===== config.mk =====
export PLATFORM = sky130hd
export DESIGN_NAME = spec_reg_tracker
export DESIGN_NICKNAME = d
export VERILOG_FILES = /design/src/rtl/srt_pkg.sv /design/src/rtl/srt_circ_ge.sv /design/src/rtl/srt_branch_ctr.sv /design/src/rtl/srt_reg_entry.sv /design/src/rtl/spec_reg_tracker.sv
export SDC_FILE = /design/constraint.sdc
export NUM_CORES = 1
export LEC_CHECK = 0
export CAP_MARGIN = 40
export CORE_MARGIN = 5
export CORE_UTILIZATION = 55
export CTS_BUF_LIST = sky130_fd_sc_hd__clkbuf_4
export CTS_CLUSTER_DIAMETER = 40
export CTS_CLUSTER_SIZE = 8
export DETAILED_ROUTE_END_ITERATION = 8
export PLACE_DENSITY_LB_ADDON = 0.15
export SLEW_MARGIN = 5
export SYNTH_ARGS = -nofsm -noshare
export SYNTH_HDL_FRONTEND = slang
export SYNTH_HIERARCHICAL = 1
export SYNTH_SLANG_ARGS = --single-unit

===== constraint.sdc =====
create_clock -name clk -period 2.3 [get_ports clk]
set_clock_uncertainty 0.2 [all_clocks]
set_input_delay 0.345 -clock clk [delete_from_list [all_inputs] [get_ports clk]]
set_output_delay 0.345 -clock clk [all_outputs]
set_load 0.02 [all_outputs]

===== src/rtl/srt_pkg.sv =====
package srt_pkg;

  // Width of a branch index: counter bits plus one color bit.
  function automatic int unsigned idx_width(input int unsigned max_br);
    return $clog2(max_br) + 1;
  endfunction

  // Width of a logical register designator.
  function automatic int unsigned reg_width(input int unsigned nregs);
    return (nregs > 1) ? $clog2(nregs) : 1;
  endfunction

endpackage


===== src/rtl/srt_circ_ge.sv =====
module srt_circ_ge #(
  parameter int unsigned IDX_W = 7
) (
  input  logic [IDX_W-1:0] a_i,
  input  logic [IDX_W-1:0] b_i,
  output logic             ge_o
);
  localparam int unsigned VW = IDX_W - 1;

  logic same_col;
  logic val_gt;
  logic val_lt;
  logic a_gt_b;
  logic a_eq_b;

  always_comb begin
    same_col = (a_i[VW] == b_i[VW]);
    val_gt   = (a_i[VW-1:0] > b_i[VW-1:0]);
    val_lt   = (a_i[VW-1:0] < b_i[VW-1:0]);
    a_gt_b   = same_col ? val_gt : val_lt;
    a_eq_b   = (a_i == b_i);
    ge_o     = a_gt_b | a_eq_b;
  end
endmodule


===== src/rtl/srt_branch_ctr.sv =====
module srt_branch_ctr #(
  parameter int unsigned IDX_W = 7
) (
  input  logic             clk,
  input  logic             rst_n,
  input  logic             br_dec_i,
  output logic [IDX_W-1:0] cnt_o,
  output logic [IDX_W-1:0] nxt_o
);
  logic [IDX_W-1:0] cnt_q;
  logic [IDX_W-1:0] cnt_d;
  logic             cnt_en;

  // The top bit carries out of the value field, so a plain increment
  // wraps the value to zero and flips the color together.
  always_comb begin
    nxt_o  = cnt_q + IDX_W'(1);
    cnt_en = br_dec_i;
    cnt_d  = nxt_o;
    cnt_o  = cnt_q;
  end

  always_ff @(posedge clk or negedge rst_n) begin
    if (!rst_n) begin
      cnt_q <= '0;
    end else if (cnt_en) begin
      cnt_q <= cnt_d;
    end
  end
endmodule


===== src/rtl/srt_reg_entry.sv =====
module srt_reg_entry #(
  parameter int unsigned IDX_W = 7
) (
  input  logic             clk,
  input  logic             rst_n,
  input  logic             set_i,
  input  logic             clr_i,
  input  logic [IDX_W-1:0] wr_idx_i,
  input  logic [IDX_W-1:0] cmp_idx_i,
  output logic             hit_o
);
  logic             spec_q;
  logic             spec_d;
  logic             spec_en;
  logic [IDX_W-1:0] idx_q;
  logic             ge;

  // A decode outranks a retire on the same register.
  always_comb begin
    spec_en = set_i | clr_i;
    spec_d  = set_i;
  end

  always_ff @(posedge clk or negedge rst_n) begin
    if (!rst_n) begin
      spec_q <= 1'b0;
    end else if (spec_en) begin
      spec_q <= spec_d;
    end
  end

  always_ff @(posedge clk or negedge rst_n) begin
    if (!rst_n) begin
      idx_q <= '0;
    end else if (set_i) begin
      idx_q <= wr_idx_i;
    end
  end

  srt_circ_ge #(.IDX_W(IDX_W)) u_ge (
    .a_i  (idx_q),
    .b_i  (cmp_idx_i),
    .ge_o (ge)
  );

  assign hit_o = spec_q & ge;
endmodule


===== src/rtl/spec_reg_tracker.sv =====
module spec_reg_tracker #(
  parameter int unsigned NUM_REGS = 32,
  parameter int unsigned MAX_BR   = 64,
  parameter int unsigned IDX_W    = srt_pkg::idx_width(MAX_BR),
  parameter int unsigned RW       = srt_pkg::reg_width(NUM_REGS)
) (
  input  logic                clk,
  input  logic                rst_n,
  input  logic                br_dec_i,
  output logic [IDX_W-1:0]    br_idx_o,
  input  logic                prod_dec_i,
  input  logic [RW-1:0]       prod_dst_i,
  input  logic                ret_i,
  input  logic [RW-1:0]       ret_dst_i,
  input  logic                ret_latest_i,
  input  logic                misp_i,
  input  logic [IDX_W-1:0]    misp_idx_i,
  output logic [NUM_REGS-1:0] spec_mask_o
);
  logic [IDX_W-1:0]    cnt_cur;
  logic [IDX_W-1:0]    cnt_nxt;
  logic [IDX_W-1:0]    stamp_idx;
  logic [NUM_REGS-1:0] hit_vec;

  srt_branch_ctr #(.IDX_W(IDX_W)) u_ctr (
    .clk      (clk),
    .rst_n    (rst_n),
    .br_dec_i (br_dec_i),
    .cnt_o    (cnt_cur),
    .nxt_o    (cnt_nxt)
  );

  // A producer decoded alongside a branch belongs to that branch.
  always_comb begin
    stamp_idx = br_dec_i ? cnt_nxt : cnt_cur;
    br_idx_o  = cnt_nxt;
  end

  for (genvar r = 0; r < NUM_REGS; r++) begin : g_reg
    logic set_r;
    logic clr_r;

    always_comb begin
      set_r = prod_dec_i && (prod_dst_i == RW'(r));
      clr_r = ret_i && ret_latest_i && (ret_dst_i == RW'(r));
    end

    srt_reg_entry #(.IDX_W(IDX_W)) u_ent (
      .clk       (clk),
      .rst_n     (rst_n),
      .set_i     (set_r),
      .clr_i     (clr_r),
      .wr_idx_i  (stamp_idx),
      .cmp_idx_i (misp_idx_i),
      .hit_o     (hit_vec[r])
    );
  end

  assign spec_mask_o = misp_i ? hit_vec : '0;
endmodule


; ---- Word-level counts from Yosys, hierarchy flattened
; Cells that the tools add are included.
; Widths: inputs -> output; s select.
[classes]
magnitude_cmp = 64
n_bitwise = 96
mux = 34
add_sub_neg = 1
n_eq_ne = 126
n_reduce_logical = 67
[op_table]
columns = op, n
row1 = $eq 7x7->1, 32
row2 = $gt 6x6->1, 32
row3 = $lt 6x6->1, 32
row4 = $eq 5x5->1 const B, 32
row5 = $eq 5x4->1 const B, 16
row6 = $logic_and 1x1->1, 65
row7 = $or 1x1->1, 64
row8 = $eq 5x3->1 const B, 8
row9 = $and 1x1->1, 32
row10 = $eq 1x1->1, 32
row11 = $mux 1, 32
row12 = $mux 32, 1
row13 = $eq 5x2->1 const B, 4
row14 = $eq 5x1->1 const B, 2
row15 = $logic_not 5->1, 2
row16 = $add 7x1->7 const B, 1
row17 = $mux 7, 1
[word_totals]
input_bits = 24
register_bits = 263

; ---- Logic depth before layout (Yosys ltp)
[logic_depth]
depth_word = 5
ltp_mapped = 8
depth_no_buf = 8

; ---- Cells and area by module
; The synthesis kept the hierarchy.
[by_module_without_submodules]
columns = mod, cells_each, seq_area_each_um2, n_inst, area_per_inst_um2
row1 = srt_reg_entry, 19, 200.2, 32, 335.3
row2 = srt_circ_ge, 25, 0.0, 32, 173.9
row3 = spec_reg_tracker, 145, 0.0, 1, 823.3
row4 = srt_branch_ctr, 31, 175.2, 1, 357.8

; ---- Worst setup path after synthesis
; OpenSTA, ideal clock, no wires.
[synth_path]
path_type = reg2reg
start = register u_ctr.cnt_q[0], in the netlist u_ctr/cnt_o[0]
end = register g_reg[0].u_ent.idx_q[6]
t_arrival_ns = 2.081
required_ns = 2.034
period_less_slack_ns = 2.347
setup_ns = 0.066
stages_incl_launch_ff = 7
slack_ns = -0.047
path_buffers = 0
cell_sequence = dfrtp_1 ha_1 and3_4 nand3_1 xnor2_1 mux2_2 mux2_4
[synth_via]
elab_chain_cells = 2
[synth_lines]
columns = element, line_no
row1 = "start, declared", srt_branch_ctr.sv:10  ; logic [IDX_W-1:0] cnt_q;
row2 = "start signal, assigned", srt_branch_ctr.sv:27  ; cnt_q <= cnt_d;
row3 = $add 7x1->7, srt_branch_ctr.sv:17  ; nxt_o = cnt_q + IDX_W'(1);
row4 = net br_idx_o[6], spec_reg_tracker.sv:10  ; output logic [IDX_W-1:0] br_idx_o,
row5 = $mux 7, --
row6 = net stamp_idx[6], spec_reg_tracker.sv:22  ; logic [IDX_W-1:0] stamp_idx;
row7 = "end signal, assigned", srt_reg_entry.sv:36  ; idx_q <= wr_idx_i;
row8 = "end, declared", srt_reg_entry.sv:15  ; logic [IDX_W-1:0] idx_q;
; The timed path passes the listed nets, and every way through them passes these cells.
; A chain may end at the register's enable or synchronous reset.

; ---- Worst setup path in the final report
[layout_path]
start = register g_reg[15].u_ent.idx_q[5]
end = output spec_mask_o[15]
[layout_via]
elab_chain_cells = 5
elab_cells_between_ends = 7
cone_classes = order compare: 2 / eq/ne: 1 / mux: 2 / bitwise: 2
[layout_lines]
columns = element, line_no
row1 = "start, declared", srt_reg_entry.sv:15
row2 = "start signal, assigned", srt_reg_entry.sv:36
row3 = $lt 6x6->1 / $gt 6x6->1 (equally long branches), "srt_circ_ge.sv:19, srt_circ_ge.sv:18"
row4 = $mux 1, srt_circ_ge.sv:20  ; a_gt_b = same_col ? val_gt : val_lt;
row5 = $or 1x1->1 *, srt_circ_ge.sv:22  ; ge_o = a_gt_b | a_eq_b;
row6 = net g_reg[15].u_ent.ge, srt_reg_entry.sv:16  ; logic ge;
row7 = $and 1x1->1 *, srt_reg_entry.sv:46  ; assign hit_o = spec_q & ge;
row8 = net hit_vec[15], spec_reg_tracker.sv:23  ; logic [NUM_REGS-1:0] hit_vec;
row9 = $mux 32 *, spec_reg_tracker.sv:59  ; assign spec_mask_o = misp_i ? hit_vec : '0;
row10 = "end, declared", spec_reg_tracker.sv:18  ; output logic [NUM_REGS-1:0] spec_mask_o
; Mark *: on every way through the listed nets, which the timed path passes. The rest lies on a longest branch.

==> impl_metrics.ini <==
[critical_path]
critPathKind = reg -> out
crit_path_end_kind = primary output
path_cells = ha_4, nand2_1, o21ai_2, a21oi_2, o22ai_1, and2_1, and2_4, buf_6
r2r_end = g_reg[28].u_ent/idx_q[6]
max_stage_delay_ns = 0.42
worstPathRequired_ns = 1.75
cp_top_family = compound AO/OA/AOI/OAI gates
cp-startpoint = g_reg[15].u_ent/idx_q[5]
r2r_cells = 9
worst-r2r-setup-slack_ns = -0.05
crit_buf_inv = 1
cp-start-kind = register
crit_fanout = 3
reg2reg_from = u_ctr/cnt_o[0]
cpMaxStageDelayCell = dfrtp_1
worst_ep_arrival_time_ns = 2.34

[floorplan]
rows = 65
die_area_um2 = 35400
die_w_um = 188
die-height_um = 188
start_util = 0.555
core-area_um2 = 31500
pin_count = 63

[timing]
finalCritPeriodShare = 1.25
relSlewSlack = 0.603
worst_pin_slew_ns = 0.596
grt_setup_unrepaired = true
setup_viol = 68
hold_viol = 0
finalMaxSlewViolations = 0
period_minus_slack_ns = 2.89
fmax_mhz = 347
holdWs_ns = 0.0329
final.setup.worst_slack_ns = -0.585

[global_route]
grt_usage = 0.261
grt_overflow = 0
antenna_found_initial = 1
grt_pass1_wl_um = 74300
grt_pass1_vias = 14051
grt_max_degree = 66

[run_status]
failed_checks = negative setup slack
status = finished with violations

[routing]
drt-wirelength-per-cell_um = 20.1
drt_iter0_markers = 684
drc = 0
ant_nets = 0
dr_total_vias = 13273
drt_wl_total_um = 48700
viasPerCell = 5.49
firstDrtPassIters = 5

[worst_hold_path]
min_path_type = in -> async

[clocking]
cts.path.max_buffers = 3
cts_tree = yes
clock_latency_ns = 0.69
cts_made_buffers = 48
clock_sinks = 263
h-tree-depth = 2
clk_pin_slew_ns = 0.10
root_buffer = clkbuf_4

[power]
p_leak_nw = 12.0
ir_drop_mv = 1.10
power_density_nw_per_um2 = 1030

[final_layout]
seq_area_um2 = 6580
layout-drive-gt1-share = 0.484
area_delta_synth_final_pct = 34.0
fin_util = 0.744
fillCellCount = 2127
multiInputGateArea_um2 = 11200
fin_cells = 2418
nNetsFinal = 2201

[yosys]
ys_top_cells_by_count = dfrtp_1 (263), inv_1 (225), mux2_4 (224), ha_1 (193), a21oi_1 (96)
netlist.area_leader.share = 0.377
ys_top_cells_by_area = dfrtp_1 (38%), mux2_4 (19%), ha_1 (14%), inv_1 (4.8%), a21oi_1 (2.7%)
synth_nets = 1801
synthCells = 1584
syn_area_per_cell_um2 = 11.0
synth_edf_count = 0
synth_seq_area_share = 0.377
synthFlopType = dfrtp_1
syn_area_um2 = 17500
synth_cell_types = 35
synthArstFlopShare = 1.00
synth_seq_cells = 263
ys_warn_count = 6
yosysMostFrequentCell = dfrtp_1
synth_top_area_cell = dfrtp_1

[placement]
hpwl_um = 29900
io_buffers = 62
dp_cells = 2234
place_congestion = 0.847

[job]
cap_violations = 0
-- area by class of cell --
cell class                      count  area share
Clock inverter                     23     0.00935
Tap cell                          402      0.0215
Sequential cell                   263       0.281
Timing Repair Buffer              397       0.155
Multi-Input combinational cell   1049       0.478
Inverter                          225      0.0361
Antenna cell                        1    0.000107
Clock buffer                       58      0.0186
-- layer usage --
metal	track usage	part of all wire	up-vias
met3	0.0393	0.042	130
met2	0.442	0.49	315
met5	0	0	-
li1	-	-	6221
met4	0.0918	0.033	0
met1	0.341	0.44	6607
-- report_power, final --
| part | internal [W] | switching (W) |
|---|---|---|
| clock network | 0.00167 | 0.00192 |
| registers | 0.00614 | 0.00114 |
| logic | 0.00765 | 0.00554 |
-- worst max path at each step --
stage / to / slack, ns / depth (start not counted)
after detailed placement: spec_mask_o[0] / -0.75 / 11
after CTS: spec_mask_o[6] / -0.58 / 9
after floorplan: g_reg[0].u_ent/idx_q[4] / 0.07 / 5
after global placement: spec_mask_o[8] / -0.71 / 11
final: spec_mask_o[15] / -0.59 / 8
after global routing: spec_mask_o[13] / -0.67 / 9
-- flip-flops by register name, summed over array words and instances, names as in the netlist --
register / flops
g.u_ent/idx_q: 224
g.u_ent/spec_q: 32
u_ctr/cnt_o: 7
-- placed cells by master (no fill, tap or decap), types with 38 or more instances in the layout --
master | Yosys | layout
buf_4 | 0 | 296
dfrtp_1 | 263 | 261
mux2_4 | 224 | 225
inv_1 | 225 | 223
ha_1 | 193 | 129
nand2_1 | 70 | 70
ha_4 | 0 | 63
clkbuf_4 | 0 | 58
a21oi_1 | 96 | 48
a21oi_2 | 0 | 48
nor2_1 | 48 | 47
and2_4 | 0 | 39
buf_12 | 0 | 38
-- cells by family after synthesis --
logic type               share of synthesized area
AND/OR/NAND/NOR                              0.107
buffers and inverters                       0.0725
flip-flops                                   0.377
AO/OA/AOI/OAI                               0.0871
multiplexers                                 0.198
adder cells (fa/ha/maj)                      0.138
XOR/XNOR                                    0.0215
-- repair_timing --
| action | in CTS | in global routing |
|---|---|---|
| pin swaps | 275 | 67 |
| setup buffers | 61 | 40 |
| endpoints found under the hold margin | 263 | 0 |
| gates resized for setup | 389 | 123 |
| endpoints found under the setup margin | 39 | 38 |
| hold buffers | 1 | 0 |
-- worst reg2reg max path, delay by kind of cell (launching register included) --
| family | cells | cell delay (ns) |
|---|---|---|
| XOR/XNOR | 1 | 0.15 |
| flip-flops | 1 | 0.37 |
| adder cells (fa/ha/maj) | 1 | 0.20 |
| AND/OR/NAND/NOR | 2 | 0.31 |
| buffers and inverters | 3 | 0.43 |
| multiplexers | 2 | 0.58 |
-- metrics by stage --
stage	total power (W)	area [um^2]	TNS [ns]	setup slack (ns)
global route	0.0255	23400	-23.04	-0.673
floorplan	0.0128	17500	0	0.0692
global placement	0.0170	20400	-34.42	-0.708
detailed placement	0.0174	20400	-37.30	-0.748
finish	0.0241	23400	-17.73	-0.585
CTS	0.0226	22500	-17.55	-0.576
Note: power is estimated with default switching activity, not from simulation.
